--- src/rtl/rnr_pkg.sv ---
package rnr_pkg;
  // Opcode values; bit 2..0 of op_code
  typedef enum logic [2:0] {
    OP_DIV = 3'b111,
    OP_MUL = 3'b011,
    OP_LOG = 3'b101,
    OP_EXP = 3'b110
  } rnr_op_e;
endpackage

--- src/rtl/rnr_digit_sel.sv ---
// Redundant digit choice from the four leading residual bits.
module rnr_digit_sel #(
  parameter int W = 8
) (
  input  logic [W-1:0] u,
  input  logic         toward_neg,  // 1: digit sign opposes residual sign
  output logic         nz,
  output logic         neg
);
  logic [3:0] top4;
  assign top4 = u[W-1 -: 4];

  always_comb begin
    if (top4[3]) nz = (top4[2:0] <= 3'b100);
    else         nz = (top4[2:0] >= 3'b011);
    neg = nz & (top4[3] ^ toward_neg);
  end
endmodule

--- src/rtl/rnr_exp_const.sv ---
// Step-indexed exponential correction constants.
module rnr_exp_const #(
  parameter int W  = 8,
  parameter int KW = 3
) (
  input  logic          neg,
  input  logic [KW-1:0] k,
  output logic [W-1:0]  c
);
  logic [7:0] base;

  always_comb begin
    base = 8'h00;
    if (!neg) begin
      case (k)
        KW'(1): base = 8'hC7;
        KW'(2): base = 8'hC4;
        KW'(3): base = 8'hC2;
        KW'(4): base = 8'hC1;
        KW'(5), KW'(6), KW'(7): base = 8'hC0;
        default: base = 8'h00;
      endcase
    end else begin
      case (k)
        KW'(1): base = 8'h4A;
        KW'(2): base = 8'h44;
        KW'(3): base = 8'h42;
        KW'(4), KW'(5): base = 8'h41;
        KW'(6), KW'(7): base = 8'h40;
        default: base = 8'h00;
      endcase
    end
  end

  generate
    if (W == 8) begin : g_native
      assign c = base;
    end else begin : g_wide
      assign c = {{(W-8){base[7]}}, base} << (W-8);
    end
  endgenerate
endmodule

--- src/rtl/rnr_next.sv ---
// Combinational next residual for a nonzero digit (R6, R7, R8 first phase).
module rnr_next #(
  parameter int W  = 8,
  parameter int KW = 3
) (
  input  logic [W-1:0]  u,
  input  logic [KW-1:0] k,
  input  logic          neg,
  input  logic          is_divlog,
  input  logic          is_exp,
  input  logic [W-1:0]  cst,
  output logic [W-1:0]  sum,
  output logic [W-1:0]  dbl
);
  logic signed [W-1:0] shr;
  logic [W-1:0] opa, opb;
  logic cin;

  assign shr = $signed(u) >>> k;
  assign dbl = {u[W-2:0], 1'b0};

  always_comb begin
    if (is_exp) begin
      opa = u;
      opb = cst;
      cin = 1'b0;
    end else begin
      // doubling plus or minus one: flip the new sign bit
      opa = {~u[W-2], u[W-3:0], 1'b0};
      if (is_divlog) begin
        opb = neg ? ~shr : shr;
        cin = neg;
      end else begin
        opb = '0;
        cin = 1'b0;
      end
    end
    sum = opa + opb + {{(W-1){1'b0}}, cin};
  end
endmodule

--- src/rtl/resid_norm_core.sv ---
module resid_norm_core
  import rnr_pkg::*;
#(
  parameter int W  = 8,
  parameter int KW = 3
) (
  input  logic          clk,
  input  logic          rst_n,
  input  logic [2:0]    op_code,
  input  logic          load,
  input  logic [W-1:0]  load_val,
  input  logic          step,
  output logic [W-1:0]  resid,
  output logic          dig_nz,
  output logic          dig_neg,
  output logic [KW-1:0] step_idx,
  output logic          done
);
  localparam logic [KW-1:0] K_FIRST = KW'(1);
  localparam logic [KW-1:0] K_LAST  = '1;

  logic [W-1:0]  u_q;
  logic [KW-1:0] k_q;
  logic          pend_q;
  logic          is_divlog, is_exp;
  logic [W-1:0]  cst, sum, dbl;

  assign is_divlog = (op_code == OP_DIV) || (op_code == OP_LOG);
  assign is_exp    = (op_code == OP_EXP);

  rnr_digit_sel #(.W(W)) u_sel (
    .u          (u_q),
    .toward_neg (is_divlog),
    .nz         (dig_nz),
    .neg        (dig_neg)
  );

  rnr_exp_const #(.W(W), .KW(KW)) u_cst (
    .neg (dig_neg),
    .k   (k_q),
    .c   (cst)
  );

  rnr_next #(.W(W), .KW(KW)) u_nxt (
    .u         (u_q),
    .k         (k_q),
    .neg       (dig_neg),
    .is_divlog (is_divlog),
    .is_exp    (is_exp),
    .cst       (cst),
    .sum       (sum),
    .dbl       (dbl)
  );

  assign done     = (k_q == K_LAST);
  assign resid    = u_q;
  assign step_idx = k_q;

  always_ff @(posedge clk) begin
    if (!rst_n) begin
      u_q    <= '0;
      k_q    <= K_FIRST;
      pend_q <= 1'b0;
    end else if (load) begin
      u_q    <= load_val;
      k_q    <= K_FIRST;
      pend_q <= 1'b0;
    end else if (pend_q) begin
      u_q    <= dbl;
      k_q    <= k_q + 1'b1;
      pend_q <= 1'b0;
    end else if (step && !done) begin
      if (!dig_nz) begin
        u_q <= dbl;
        k_q <= k_q + 1'b1;
      end else if (is_exp) begin
        u_q    <= sum;
        pend_q <= 1'b1;
      end else begin
        u_q <= sum;
        k_q <= k_q + 1'b1;
      end
    end
  end
endmodule

--- config.mk ---
export PLATFORM = sky130hd
export DESIGN_NAME = resid_norm_core
export DESIGN_NICKNAME = d
export VERILOG_FILES = /design/src/rtl/rnr_pkg.sv /design/src/rtl/rnr_digit_sel.sv /design/src/rtl/rnr_exp_const.sv /design/src/rtl/rnr_next.sv /design/src/rtl/resid_norm_core.sv
export SDC_FILE = /design/constraint.sdc
export NUM_CORES = 1
export LEC_CHECK = 0
export CAP_MARGIN = 20
export CELL_PAD_IN_SITES_DETAIL_PLACEMENT = 0
export CELL_PAD_IN_SITES_GLOBAL_PLACEMENT = 1
export CORE_UTILIZATION = 39
export DETAILED_ROUTE_END_ITERATION = 16
export GPL_TIMING_DRIVEN = 0
export HOLD_SLACK_MARGIN = 0.03
export PLACE_DENSITY_LB_ADDON = 0.25
export SYNTH_ARGS = -nofsm -noshare
export SYNTH_HDL_FRONTEND = slang
export SYNTH_SLANG_ARGS = --single-unit
--- constraint.sdc ---
create_clock -name clk -period 4.3 [get_ports clk]
set_clock_uncertainty 0.15 [all_clocks]
set_input_delay 0.645 -clock clk [delete_from_list [all_inputs] [get_ports clk]]
set_output_delay 0.645 -clock clk [all_outputs]
set_load 0.05 [all_outputs]
* Yosys cells after proc, flatten, opt, wreduce, memory -nomap -nowiden
Cells that the tools add are included.
** Cells by class
- Add/subtract/negate cells :: 3
- $lt $le $gt $ge :: 2
- Equality and inequality tests :: 11
- Shifts and indexed selects :: 1
- Muxes and demuxes :: 19
- Bitwise gates (word level) :: 7
- Reductions and logical operators :: 11
** Operator list (count)
- two-way mux 8 bit :: 9
- one-hot mux 8 bit (5 select lines) :: 1
- one-hot mux 7 bit (5 select lines) :: 1
- == test 3 bit, second input constant :: 7
- two-way mux 3 bit :: 4
- adder 8 x 1 -> 8 bit :: 1
- adder 8 bit :: 1
- inverter 8 bit :: 1
- >>> shifter 8 x 3 -> 8 bit :: 1
- == test 3 x 2 -> 1 bit, second input constant :: 2
- OR reduction 2 bit :: 3
- OR reduction 5 bit :: 1
- two-way mux 1 bit :: 4
- inverter 1 bit :: 4
- adder 3 x 1 -> 3 bit, second input constant :: 1
- == test 3 x 1 -> 1 bit, second input constant :: 1
- greater-or-equal comparator 3 x 2 -> 1 bit, second input constant :: 1
- less-or-equal comparator 3 bit, second input constant :: 1
- inequality test 3 bit, second input constant :: 1
- nonzero test 3 bit :: 1
- OR reduction 3 bit :: 1
- AND reduction 2 bit :: 1
- nonzero test 2 bit :: 1
- bitwise AND 1 bit :: 1
- 4 further kinds :: 4
** Storage, ports and cells
- Flip-flop bits (word level) :: 12
- Input port bits :: 15
- Output and inout bits :: 14

* Depth between registers and ports, before layout
Gate-level depths: netlist (run 1).
- Word-level depth :: 13
- Depth in mapped cells :: 17
- Gate-level depth less buffers :: 16

* By module
From an unflattened synthesis (run 1), not the netlist that was laid out.
** Second synthesis, totals
- Cell total of the unflattened synthesis :: 215
- Area total of the unflattened synthesis :: 1803.0 µm²
** By module, submodules not included
- rnr_next :: times used 1, cells each 115, area an instance 904.6 µm², sequential area each 0.0 µm²
- resid_norm_core :: times used 1, cells each 79, area an instance 742.0 µm², sequential area each 240.2 µm²
- rnr_exp_const :: times used 1, cells each 13, area an instance 105.1 µm², sequential area each 0.0 µm²
- rnr_digit_sel :: times used 1, cells each 8, area an instance 51.3 µm², sequential area each 0.0 µm²

* Worst setup path before layout (run 1)
OpenSTA, ideal clock, no wires.
- Path type :: register to register
- Start :: register u_q[7], in the netlist resid[7]
- End :: register u_q[7], in the netlist resid[7]
- Setup time :: 0.122 ns
- Data arrival time :: 3.579 ns
- Data required time :: 4.028 ns
- Path slack :: 0.449 ns
- Stages on the path, launching flop included :: 15
- Path buffers :: 1
- Path through :: dfxtp_1 -> clkbuf_1 -> nor3_1 -> a31oi_2 -> inv_2 -> a21oi_1 -> a211o_1 -> o21ai_0 -> fa_1 -> a21o_1 -> a211oi_1 -> nor3_1 -> a211oi_1 -> xnor2_1 -> o2bb2ai_1
** Between the ends
- Word-level cells in the longest chain between the ends :: 11
** RTL lines
- start: declaration :: RTL line resid_norm_core.sv:22 : logic [W-1:0] u_q;
- start signal: assignment :: RTL line resid_norm_core.sv:65 : u_q <= load_val;
- start signal: assignment :: RTL line resid_norm_core.sv:69 : u_q <= dbl;
- start signal: assignment :: RTL line resid_norm_core.sv:74 : u_q <= dbl;
- two-way mux 1 bit or XOR 1 bit (tied branches) :: RTL line rnr_digit_sel.sv:14, rnr_digit_sel.sv:16
- bitwise AND 1 bit * :: RTL line rnr_digit_sel.sv:16 : neg = nz & (top4[3] ^ toward_neg);
- named net dig_neg :: RTL line resid_norm_core.sv:15 : output logic dig_neg,
- two-way mux 8 bit :: RTL line rnr_next.sv:31 : opb = neg ? ~shr : shr;
- two-way mux 8 bit :: RTL line rnr_next.sv:30 : if (is_divlog) begin
- two-way mux 8 bit :: RTL line rnr_next.sv:23 : if (is_exp) begin
- adder 8 bit :: RTL line rnr_next.sv:38 : sum = opa + opb + {{(W-1){1'b0}}, cin};
- adder 8 x 1 -> 8 bit * :: RTL line rnr_next.sv:38
- two-way mux 8 bit * :: RTL line resid_norm_core.sv:73 : if (!dig_nz) begin
- two-way mux 8 bit * :: RTL line resid_norm_core.sv:72 : end else if (step && !done) begin
- two-way mux 8 bit * :: RTL line resid_norm_core.sv:68 : end else if (pend_q) begin
- two-way mux 8 bit * :: RTL line resid_norm_core.sv:64 : end else if (load) begin
Mark *: on every way through the listed nets, which the timed path passes. The rest lies on a longest branch. The select of a mux whose other input is x is not followed.
A chain may end at the register's enable or synchronous reset.

* Final worst setup path (run 1)
- Start :: input port op_code[2]
- End :: register u_q[6], in the netlist resid[6]
** Between the ends
- Word-level cells in the longest chain between the ends :: 13
** RTL lines
- start: declaration :: RTL line resid_norm_core.sv:9 : input logic [2:0] op_code,
- == test 3 bit :: RTL line resid_norm_core.sv:28 : assign is_divlog = (op_code == OP_DIV) || (op_code == OP_LOG);
- logical OR 1 bit :: RTL line resid_norm_core.sv:28
- XOR 1 bit :: RTL line rnr_digit_sel.sv:16
- bitwise AND 1 bit :: RTL line rnr_digit_sel.sv:16
- two-way mux 8 bit :: RTL line rnr_next.sv:31
- two-way mux 8 bit :: RTL line rnr_next.sv:30
- two-way mux 8 bit :: RTL line rnr_next.sv:23
- adder 8 bit :: RTL line rnr_next.sv:38
- adder 8 x 1 -> 8 bit * :: RTL line rnr_next.sv:38
- two-way mux 8 bit * :: RTL line resid_norm_core.sv:73
- two-way mux 8 bit * :: RTL line resid_norm_core.sv:72
- two-way mux 8 bit * :: RTL line resid_norm_core.sv:68
- two-way mux 8 bit * :: RTL line resid_norm_core.sv:64
Every way passes the cells marked *; elsewhere a longest branch is shown, timed or not. The select of a mux whose other input is x is not followed.

==> results of run 1 <==
## state kept, by name (all words and copies together), names as in the netlist
register / count
resid: 8
step_idx: 3
pend_q: 1
## layer usage
metal  share of wire [%]  wire length (um)  global-route usage [%]
met1                  45              2007                   26.81
met3                 3.0               132                   2.604
met4                0.98                44                   11.14
met2                  51              2288                   38.01
met5                   0                 0                       0
## final cells by class
class | count | area (um^2) | share of cell area (%)
Tap cell | 48 | 60.06 | 3.023
Sequential cell | 12 | 240.2 | 12.09
Timing Repair Buffer | 27 | 270.3 | 13.60
Clock buffer | 4 | 55.05 | 2.771
Buffer | 14 | 65.06 | 3.275
Multi-Input combinational cell | 160 | 1255 | 63.16
Inverter | 11 | 41.29 | 2.078
## cells by family after synthesis
logic type | count (synthesis) | synth area share (%)
flip-flops | 12 | 15.21
adder cells (fa/ha/maj) | 14 | 12.04
AND/OR/NAND/NOR | 54 | 16.17
AO/OA/AOI/OAI | 63 | 28.76
XOR/XNOR | 12 | 6.657
multiplexers | 17 | 14.42
buffers and inverters | 25 | 6.735
## worst min path at each step
stage / from / to / slack, ns
after floorplan: pend_q / resid[6] / 0.47
after global placement: resid[1] / resid[1] / 0.48
after detailed placement: resid[1] / resid[1] / 0.47
after CTS: resid[1] / resid[1] / 0.48
after global routing: resid[1] / resid[1] / 0.53
final: resid[1] / resid[1] / 0.50
## worst max-delay path, stage by stage
cell	delay, ns
clkdlybuf4s50_1	0.51
nand2_2	0.19
nor3_4	0.32
a31oi_4	0.12
inv_2	0.17
a21oi_1	0.08
a211o_1	0.29
o21ai_0	0.12
fa_1	0.26
inv_1	0.06
fa_1	0.40
nor2b_1	0.20
o21ai_0	0.11
nand2b_1	0.12
a31oi_1	0.11
xor2_1	0.16
a31oi_1	0.10
## stage by stage
stage | hold slack, ns | TNS [ns] | power (uW) | worst slack (ns)
floorplan | 0.4704 | 0 | 333.3 | 0.4494
global placement | 0.4850 | -0.5725 | 402.9 | -0.1732
detailed placement | 0.4701 | -0.7991 | 407.2 | -0.2413
CTS | 0.4788 | 0 | 535.7 | 0.01359
global route | 0.5347 | 0 | 571.6 | 0.05600
finish | 0.4970 | 0 | 538.3 | 0.2898
## cell usage after synthesis (2+ instances only)
cell / count
nand2_1: 16
nor2_1: 16
o21ai_0: 16
a21oi_1: 14
dfxtp_1: 12
ha_1: 12
clkbuf_1: 9
inv_1: 9
xnor2_1: 9
mux2i_1: 7
mux2_2: 6
nor3_1: 5
buf_2: 4
mux4_2: 4
nor2b_1: 4
a211oi_1: 3
a21o_1: 3
nand2b_1: 3
o311ai_0: 3
xor2_1: 3
a211oi_2: 2
a31oi_1: 2
fa_1: 2
nand3_1: 2
o211a_1: 2
o211ai_1: 2
o22ai_1: 2
o32ai_1: 2
## report_power, final
part / leakage (uW) / internal (uW) / total, uW / switching [uW]
sequential: 0.0000991 / 120 / 132 / 12.3
combinational: 0.000681 / 116 / 280 / 164
clock: 0.0000288 / 81.1 / 126 / 45.2
total: 0.000809 / 317 / 538 / 222
## what timing repair did
action                                 CTS  global route
gates resized for setup                  0             4
endpoints found under the hold margin    0             0
hold buffers                             0             0
setup endpoints to repair                0             4
==> results.md, run 1 <==
- Rows: 22
- CTS buffer count: 3
- Worst vdd ir: 0.0001603 V
- WP data arrival: 3.95 ns
- Final hold viol count: 0
- Total track usage: 22.14%
- CP endpoint: resid[6]
- PortBufs: 27
- Worst hold path depth: 2
- Worst Hold Class: reg2reg
- HPWL after DPL: 3399 um
- Crit Path Max Fanout: 10
- DRC viols: 0
- Cell Area, Placed: 1909 um^2
- Die width: 65.63 um
- Initial antenna violation count: 0
- Htree depth: 1
- Async S/R FF share, synth: 0%
- Die area: 4307 um^2
- Period utilisation layout: 93.26%
- Crit path from: op_code[2]
- Initial Util: 41.87%
- Detailed-route vias per instance: 5.688
- Synthesized instance count: 197
- Placed Cells: 272
- Share of the synthesized area in the top cell type: 15.21%
- Fillcell total: 355
- Synth-to-Final Area Change: 25.83%
- Count of final setup violators: 0
- Required @ worst endpoint: 4.24 ns
- Wirelength, routed: 4473 um
- Tmin final: 4.010 ns
- Largest cells by area after synthesis: dfxtp_1 (15%), ha_1 (9.5%), mux4_2 (5.7%)
- Worst R2R End: resid[7]
- F_max: 249.4 MHz
- CP startpoint kind: primary input
- Antenna Nets Post-Route: 0
- Die H: 65.63 um
- Layout cells sized above 1: 12.72%
- RSZ-0062 raised after global routing: no
- Commonest cells after routing, fill and taps aside: clkdlybuf4s50_1 (27), nor2_1 (16), o21ai_0 (16)
- Largest net degree at the start of global routing: 11
- Post-layout util: 52.69%
- Net Count, Synth: 226
- Routed via count: 1,570
- CTS max path bufs: 2
- Critical Path Sink Type: flop
- P_leak: 0.0008086 uW
- Setup Buffers After CTS: 0
- DR iter-0 viols: 104
- Distinct cells, synth: 51
- Post-synth top flop: dfxtp_1
- Cell depth of the worst flop-to-flop path: 12
- Slew Limit Fails: 0
- Flops & latches, synth: 12
- Most common cell after layout, fill and taps aside: clkdlybuf4s50_1
- Clock latency on the worst-skew pair: 0.24 ns
- Outcome: finished clean
- Non-filler cells, final: 276
- RePlAce Congestion: 0.8726
- Reg2reg setup slack: 0.52 ns
- Worst-path clk slew: 0.06 ns
- Root buffer cell: clkbuf_8
- Pre-antenna DRT Iters: 4
- Seq/Total Area, Yosys: 15.21%
- CTS tree: done
- Cell Area, Synth: 1579 um^2
- Core region area: 3771 um^2
- GR Overflow Total: 0
- Yosys warnings: 0
- Clk sinks: 12
- Pwr Density: 270.9 nW/um^2
- Vias in the first global route: 1,588
- Finished Cell Area: 1987 um^2
- Worst slew pin tran: 0.7006 ns
- First-pass GRT wire length: 7272 um
- R2r startpoint: step_idx[0]
- Cell taking the most area after synthesis: dfxtp_1
- Drt wl/cell: 16.21 um
- Max-cap viol count: 0
- IO Pins: 29
- Final #Nets: 258
- Critical path type: in2reg
- Antenna diodes: 0
- Average size of a mapped cell: 8.015 um^2
- Post-synth EDFFs: 0
- Slew margin rel.: 53.29%
Note: power is estimated with default switching activity, not from simulation.
==> run 2, diff against run 1 <==
- SETUP_SLACK_MARGIN: unset -> 0.15
==> results.md, run 2 (same netlist as run 1, synthesis figures left out) <==
- Htree depth: 1 (unchanged)
- Commonest cells after routing, fill and taps aside: clkdlybuf4s50_1 (27), nor2_1 (16), o21ai_0 (16) (unchanged)
- Worst hold path depth: 2 (unchanged)
- WP data arrival: 3.86 ns (was 3.95 ns)
- CTS tree: done (unchanged)
- RePlAce Congestion: 0.8726 (unchanged)
- RSZ-0062 raised after global routing: no (unchanged)
- Pre-antenna DRT Iters: 4 (unchanged)
- DRC viols: 0 (unchanged)
- Clk sinks: 12 (unchanged)
- Max-cap viol count: 0 (unchanged)
- Drt wl/cell: 16.12 um (was 16.21 um)
- Endpoint, Worst Hold: resid[1] (unchanged)
- Clock latency on the worst-skew pair: 0.24 ns (about the same)
- Cts hold-fix bufs: 0 (unchanged)
- CP startpoint kind: primary input (unchanged)
- Vias in the first global route: 1,587 (was 1,588)
- Fillcell total: 352 (was 355)
- Pwr Density: 270.5 nW/um^2 (was 270.9 nW/um^2)
- DR iter-0 viols: 123 (was 104)
- Die width: 65.63 um (unchanged)
- Slew margin rel.: 53.26% (was 53.29%)
- CTS max path bufs: 2 (unchanged)
- Final hold viol count: 0 (unchanged)
- Tmin final: 3.916 ns (was 4.010 ns)
- Wirelength, routed: 4497 um (was 4473 um)
- Worst vdd ir: 0.0001603 V (about the same)
- Layout cells sized above 1: 13.85% (was 12.72%)
- Antenna Nets Post-Route: 0 (unchanged)
- Critical path type: in2reg (unchanged)
- Busiest grt layer: met2 (unchanged)
- Initial Util: 41.87% (unchanged)
- Die area: 4307 um^2 (unchanged)
- HPWL after DPL: 3399 um (unchanged)
- Max reg flops: 8 (unchanged)
- Die H: 65.63 um (unchanged)
- Detailed-route vias per instance: 5.627 (was 5.688)
- Cell depth of the worst flop-to-flop path: 12 (unchanged)
- Non-filler cells, final: 279 (was 276)
- Count of final setup violators: 0 (unchanged)
- Largest net degree at the start of global routing: 11 (unchanged)
- Total track usage: 22.54% (was 22.14%)
- Period utilisation layout: 91.07% (was 93.26%)
- M3 GR Usage: 2.604% (unchanged)
- Critical Path Sink Type: flop (unchanged)
- Reg2reg setup slack: 0.54 ns (was 0.52 ns)
- Most common cell after layout, fill and taps aside: clkdlybuf4s50_1 (unchanged)
- Final #Nets: 261 (was 258)
- Root buffer cell: clkbuf_8 (unchanged)
- Worst slew pin tran: 0.7011 ns (was 0.7006 ns)
- Outcome: finished clean (unchanged)
- Initial antenna violation count: 0 (unchanged)
- CTS buffer count: 3 (unchanged)
- GR Overflow Total: 0 (unchanged)
- Worst R2R End: resid[7] (unchanged)
- P_leak: 0.0008220 uW (was 0.0008086 uW)
- Min-delay src: resid[1] (unchanged)
- R2r startpoint: step_idx[0] (unchanged)
- F_max: 255.4 MHz (was 249.4 MHz)
- Rows: 22 (unchanged)
- Placed Cells: 272 (unchanged)
- Worst Hold Class: reg2reg (unchanged)
- Slew Limit Fails: 0 (unchanged)
- Crit Path Max Fanout: 10 (unchanged)
- Required @ worst endpoint: 4.24 ns (about the same)
- Worst-path clk slew: 0.06 ns (about the same)
- Synth-to-Final Area Change: 27.26% (was 25.83%)
- Fin Hold WS: 0.4916 ns (was 0.4970 ns)
- Final Power: 543.6 uW (was 538.3 uW)
- IO Pins: 29 (unchanged)
- GR Util met1: 27.44% (was 26.81%)
- Core region area: 3771 um^2 (unchanged)
- First-pass GRT wire length: 7396 um (was 7272 um)
- Met2 Use GR: 38.39% (was 38.01%)
- Antenna diodes: 0 (unchanged)
- PortBufs: 27 (unchanged)
- Routed via count: 1,570 (unchanged)
## run 2: area by class of cell
type                            count  area [um^2]  area share (%)
Multi-Input combinational cell    160         1255           62.45
Timing Repair Buffer               30        292.8           14.57
Sequential cell                    12        240.2           11.96
Tap cell                           48        60.06           2.989
Inverter                           11        41.29           2.055
Clock buffer                        4        55.05           2.740
Buffer                             14        65.06           3.238
## run 2: where the power goes
group	switching (uW)	total, uW	internal [uW]
combinational	165	285	120
clock	45.5	127	81.1
sequential	11.9	132	120
## run 2: worst max-delay path by stage
| stage | from | to |
|---|---|---|
| after CTS | op_code[0] | resid[6] |
| final | op_code[2] | resid[6] |
| after global placement | op_code[2] | resid[6] |
| after detailed placement | op_code[0] | resid[7] |
| after floorplan | resid[7] | resid[7] |
| after global routing | op_code[2] | resid[6] |
## run 2: per-layer routing
layer | wire, um | vias up | part of all wire, %
li1 | - | 789 | -
met1 | 1951 | 714 | 43
met2 | 2236 | 60 | 50
met3 | 235 | 7 | 5.2
met4 | 73 | 0 | 1.6
met5 | 0 | - | 0
## run 2: what timing repair did
item | in CTS | in global routing
endpoints found under the setup margin | 4 | 4
setup buffers | 0 | 3
pin swaps | 0 | 1
endpoints found under the hold margin | 0 | 0
resized for setup | 2 | 2
## run 2: critical path: stages
cell and delay, ns:
clkdlybuf4s50_1 0.51, nand2_2 0.19, nor3_4 0.27, a31oi_4 0.09, inv_2 0.15, a21oi_1 0.08, a211o_1 0.29, o21ai_0 0.12
fa_1 0.26, inv_1 0.06, fa_1 0.40, nor2b_1 0.20, o21ai_0 0.11, nand2b_1 0.12, a31oi_1 0.11, xor2_1 0.15
a31oi_1 0.10
## run 2: metrics by stage
stage	setup slack (ns)	utilization [%]	cell area (um^2)	TNS [ns]
2_1_floorplan	0.4494	-	1579	0
3_3_place_gp	-0.1732	50.63	1909	-0.5725
3_5_place_dp	-0.2413	50.63	1909	-0.7991
4_1_cts	0.1683	52.46	1978	0
5_1_grt	0.1748	53.28	2009	0
6_report	0.3838	53.28	2009	0
==> run 3, diff against run 2 <==
- CORE_UTILIZATION: 39 -> 41
- SETUP_SLACK_MARGIN: 0.15 -> unset
- SYNTH_HIERARCHICAL: unset -> 1
==> results.md, run 3 <==
- Critical path's largest stage delay: 0.47 ns (was 0.51 ns)
- Max-cap viol count: 0 (unchanged)
- Worst-path clk slew: 0.06 ns (about the same)
- Setup slack after layout: 0.2257 ns (was 0.3838 ns)
- Antenna Nets Post-Route: 0 (unchanged)
- CP endpoint: resid[6] (unchanged)
- Die area: 4667 um^2 (was 4307 um^2)
- RSZ-0062 raised after global routing: yes (was no)
- Most common cell after layout, fill and taps aside: clkdlybuf4s50_1 (unchanged)
- Htree depth: 1 (unchanged)
- Critical path type: in2reg (unchanged)
- Synthesized instance count: 215 (was 197)
- Detailed-route vias per instance: 5.385 (was 5.627)
- Worst R2R End: resid[7] (unchanged)
- Clk sinks: 12 (unchanged)
- WP data arrival: 4.04 ns (was 3.86 ns)
- Placed Cells: 293 (was 272)
- Cell Area, Synth: 1803 um^2 (was 1579 um^2)
- P_leak: 0.0009380 uW (was 0.0008220 uW)
- Post-layout util: 54.82% (was 53.28%)
- Clock latency on the worst-skew pair: 0.24 ns (about the same)
- Die H: 68.32 um (was 65.63 um)
- Crit Path Max Fanout: 6 (was 10)
- Met2 Use GR: 33.33% (was 38.39%)
- Fillcell total: 419 (was 352)
- CTS buffer count: 3 (unchanged)
- GR Util met1: 28.30% (was 27.44%)
- Final hold viol count: 0 (unchanged)
- Largest cells by area after synthesis: dfxtp_1 (13%), mux2i_1 (6.7%), ha_1 (5.6%) (was dfxtp_1 (15%), ha_1 (9.5%), mux4_2 (5.7%))
- PortBufs: 27 (unchanged)
- Slew Limit Fails: 0 (unchanged)
- Max reg flops: 8 (unchanged)
- Worst path cell trace: clkdlybuf4s50_1, and2_4, nand2b_1, o2bb2ai_4, nand2b_4, mux2_2, a21oi_2, fa_2, inv_1, fa_2, a21o_1, a21oi_2, o21bai_1, a21oi_1, xnor2_1, and3b_1, a211oi_2, o32ai_1 (was clkdlybuf4s50_1, nand2_2, nor3_4, a31oi_4, inv_2, a21oi_1, a211o_1, o21ai_0, fa_1, inv_1, fa_1, nor2b_1, o21ai_0, nand2b_1, a31oi_1, xor2_1, a31oi_1)
- Final #Nets: 276 (was 261)
- Slew margin rel.: 55.18% (was 53.26%)
- Non-filler cells, final: 299 (was 279)
- Busiest grt layer: met2 (unchanged)
- Cell depth of the worst flop-to-flop path: 14 (was 12)
- R2r startpoint: resid[5] (was step_idx[0])
- CTS tree: done (unchanged)
- Cts hold-fix bufs: 0 (unchanged)
- Setup_tns: 0 ns (unchanged)
- Critical Path Sink Type: flop (unchanged)
- Flops & latches, synth: 12 (unchanged)
- RePlAce Congestion: 0.7797 (was 0.8726)
- Initial Util: 43.81% (was 41.87%)
- Async S/R FF share, synth: 0% (unchanged)
- Pre-CTS setup slack: -0.4088 ns (was -0.2413 ns)
- IO Pins: 29 (unchanged)
- Required @ worst endpoint: 4.26 ns (was 4.24 ns)
- Die width: 68.32 um (was 65.63 um)
- Worst vdd ir: 0.0001252 V (was 0.0001603 V)
- Average size of a mapped cell: 8.386 um^2 (was 8.015 um^2)
- HPWL after DPL: 3096 um (was 3399 um)
- Yosys warnings: 6 (was 0)
- Post-synth top flop: dfxtp_1 (unchanged)
- Seq/Total Area, Yosys: 13.32% (was 15.21%)
- Routed via count: 1,610 (was 1,570)
- Synth-to-Final Area Change: 25.12% (was 27.26%)
- Layout cells sized above 1: 22.89% (was 13.85%)
- DRC viols: 0 (unchanged)
- Synth cell count leaders: nand2_1 (19), nor2b_1 (14) (was nand2_1 (16), nor2_1 (16), o21ai_0 (16))
- Cell Area, Placed: 2158 um^2 (was 1909 um^2)
- Core region area: 4115 um^2 (was 3771 um^2)
- Largest net degree at the start of global routing: 15 (was 11)
- Rows: 23 (was 22)
- Period utilisation layout: 94.75% (was 91.07%)
- Commonest cells after routing, fill and taps aside: clkdlybuf4s50_1 (27), nand2_1 (19), buf_4 (15) (was clkdlybuf4s50_1 (27), nor2_1 (16), o21ai_0 (16))
- DR iter-0 viols: 64 (was 123)
- Drt wl/cell: 14.08 um (was 16.12 um)
- Distinct cells, synth: 50 (was 51)
- Vias in the first global route: 1,507 (was 1,587)
- Pre-antenna DRT Iters: 4 (unchanged)
- Cell with the most instances after synthesis: nand2_1
- Antenna diodes: 0 (unchanged)
- Tmin final: 4.074 ns (was 3.916 ns)
- Crit path from: op_code[2] (unchanged)
- Total track usage: 20.23% (was 22.54%)
- Count of final setup violators: 0 (unchanged)
- Pwr Density: 244.8 nW/um^2 (was 270.5 nW/um^2)
- First-pass GRT wire length: 7127 um (was 7396 um)
- Finished Cell Area: 2256 um^2 (was 2009 um^2)
- GR Overflow Total: 0 (unchanged)
- Worst Hold Class: reg2reg (unchanged)
- Min-delay src: resid[0] (was resid[1])
- Wirelength, routed: 4211 um (was 4497 um)
- Initial antenna violation count: 0 (unchanged)
- Slowest CP cell: clkdlybuf4s50_1 (unchanged)
- F_max: 245.4 MHz (was 255.4 MHz)
- Share of the synthesized area in the top cell type: 13.32% (was 15.21%)
- CTS max path bufs: 2 (unchanged)
- Post-synth EDFFs: 0 (unchanged)
- CP startpoint kind: primary input (unchanged)
- Outcome: finished clean (unchanged)
- Reg2reg setup slack: 0.44 ns (was 0.54 ns)
- Worst slew pin tran: 0.6723 ns (was 0.7011 ns)
- M3 GR Usage: 3.500% (was 2.604%)
- Root buffer cell: clkbuf_8 (unchanged)
- Cell taking the most area after synthesis: dfxtp_1 (unchanged)
## run 3: worst min path at each step
stage,end,cells after the start
2_1_floorplan,pend_q,2
3_3_place_gp,resid[7],2
3_5_place_dp,resid[7],2
4_1_cts,resid[7],2
5_1_grt,resid[0],2
6_report,resid[0],2
## run 3: metal layers
| metal | wire length [um] | vias to the layer above |
|---|---|---|
| li1 | - | 824 |
| met1 | 1965 | 740 |
| met2 | 1973 | 42 |
| met3 | 254 | 4 |
| met4 | 17 | 0 |
| met5 | 0 | - |
## run 3: where the power goes
group / leakage (uW) / switching, uW / internal [uW]
sequential: 0.0000989 / 25.2 / 120
clock: 0.0000216 / 42.9 / 61.8
combinational: 0.000818 / 156 / 146
total: 0.000938 / 224 / 328
## run 3: cells by family (layout without fill, tap and decap cells)
kind of cell	after synthesis	count (layout)	synth area share [%]
fa+ha+maj	10	10	7.773
simple gates	73	73	24.08
mux	23	23	16.24
flops	12	12	13.32
xor+xnor	14	14	6.801
compound gates	47	47	19.85
other cells	2	3	0.4165
buf+inv	34	67	11.52
## run 3: critical path, delay by kind of cell
family / cells / cell delay, ns
and+or+nand+nor: 4 / 0.64
muxes: 1 / 0.34
xor gates and xnor gates: 1 / 0.09
adders and majority gates: 2 / 0.58
AOI/OAI and AO/OA: 8 / 1.22
buffers and inverters: 2 / 0.52
## run 3: area by class of cell
cell class	instances	area (um^2)	area share [%]
Multi-Input combinational cell	170	1410	62.51
Timing Repair Buffer	30	292.8	12.98
Sequential cell	12	240.2	10.65
Buffer	22	163.9	7.266
Tap cell	50	62.56	2.773
Inverter	12	45.04	1.997
Clock buffer	3	41.29	1.830
## run 3: through the flow
stage / hold slack (ns) / power, uW
CTS: 0.3989 / 551.0
floorplan: 0.4573 / 366.0
detailed placement: 0.3890 / 439.4
global placement: 0.3801 / 437.4
finish: 0.3888 / 552.2
global route: 0.4458 / 595.0
## run 3: timing repair
item | in CTS | in global routing
gates resized for setup | 3 | 10
pin swaps | 1 | 7
buffers inserted | 1 | 2
endpoints found under the setup margin | 1 | 2
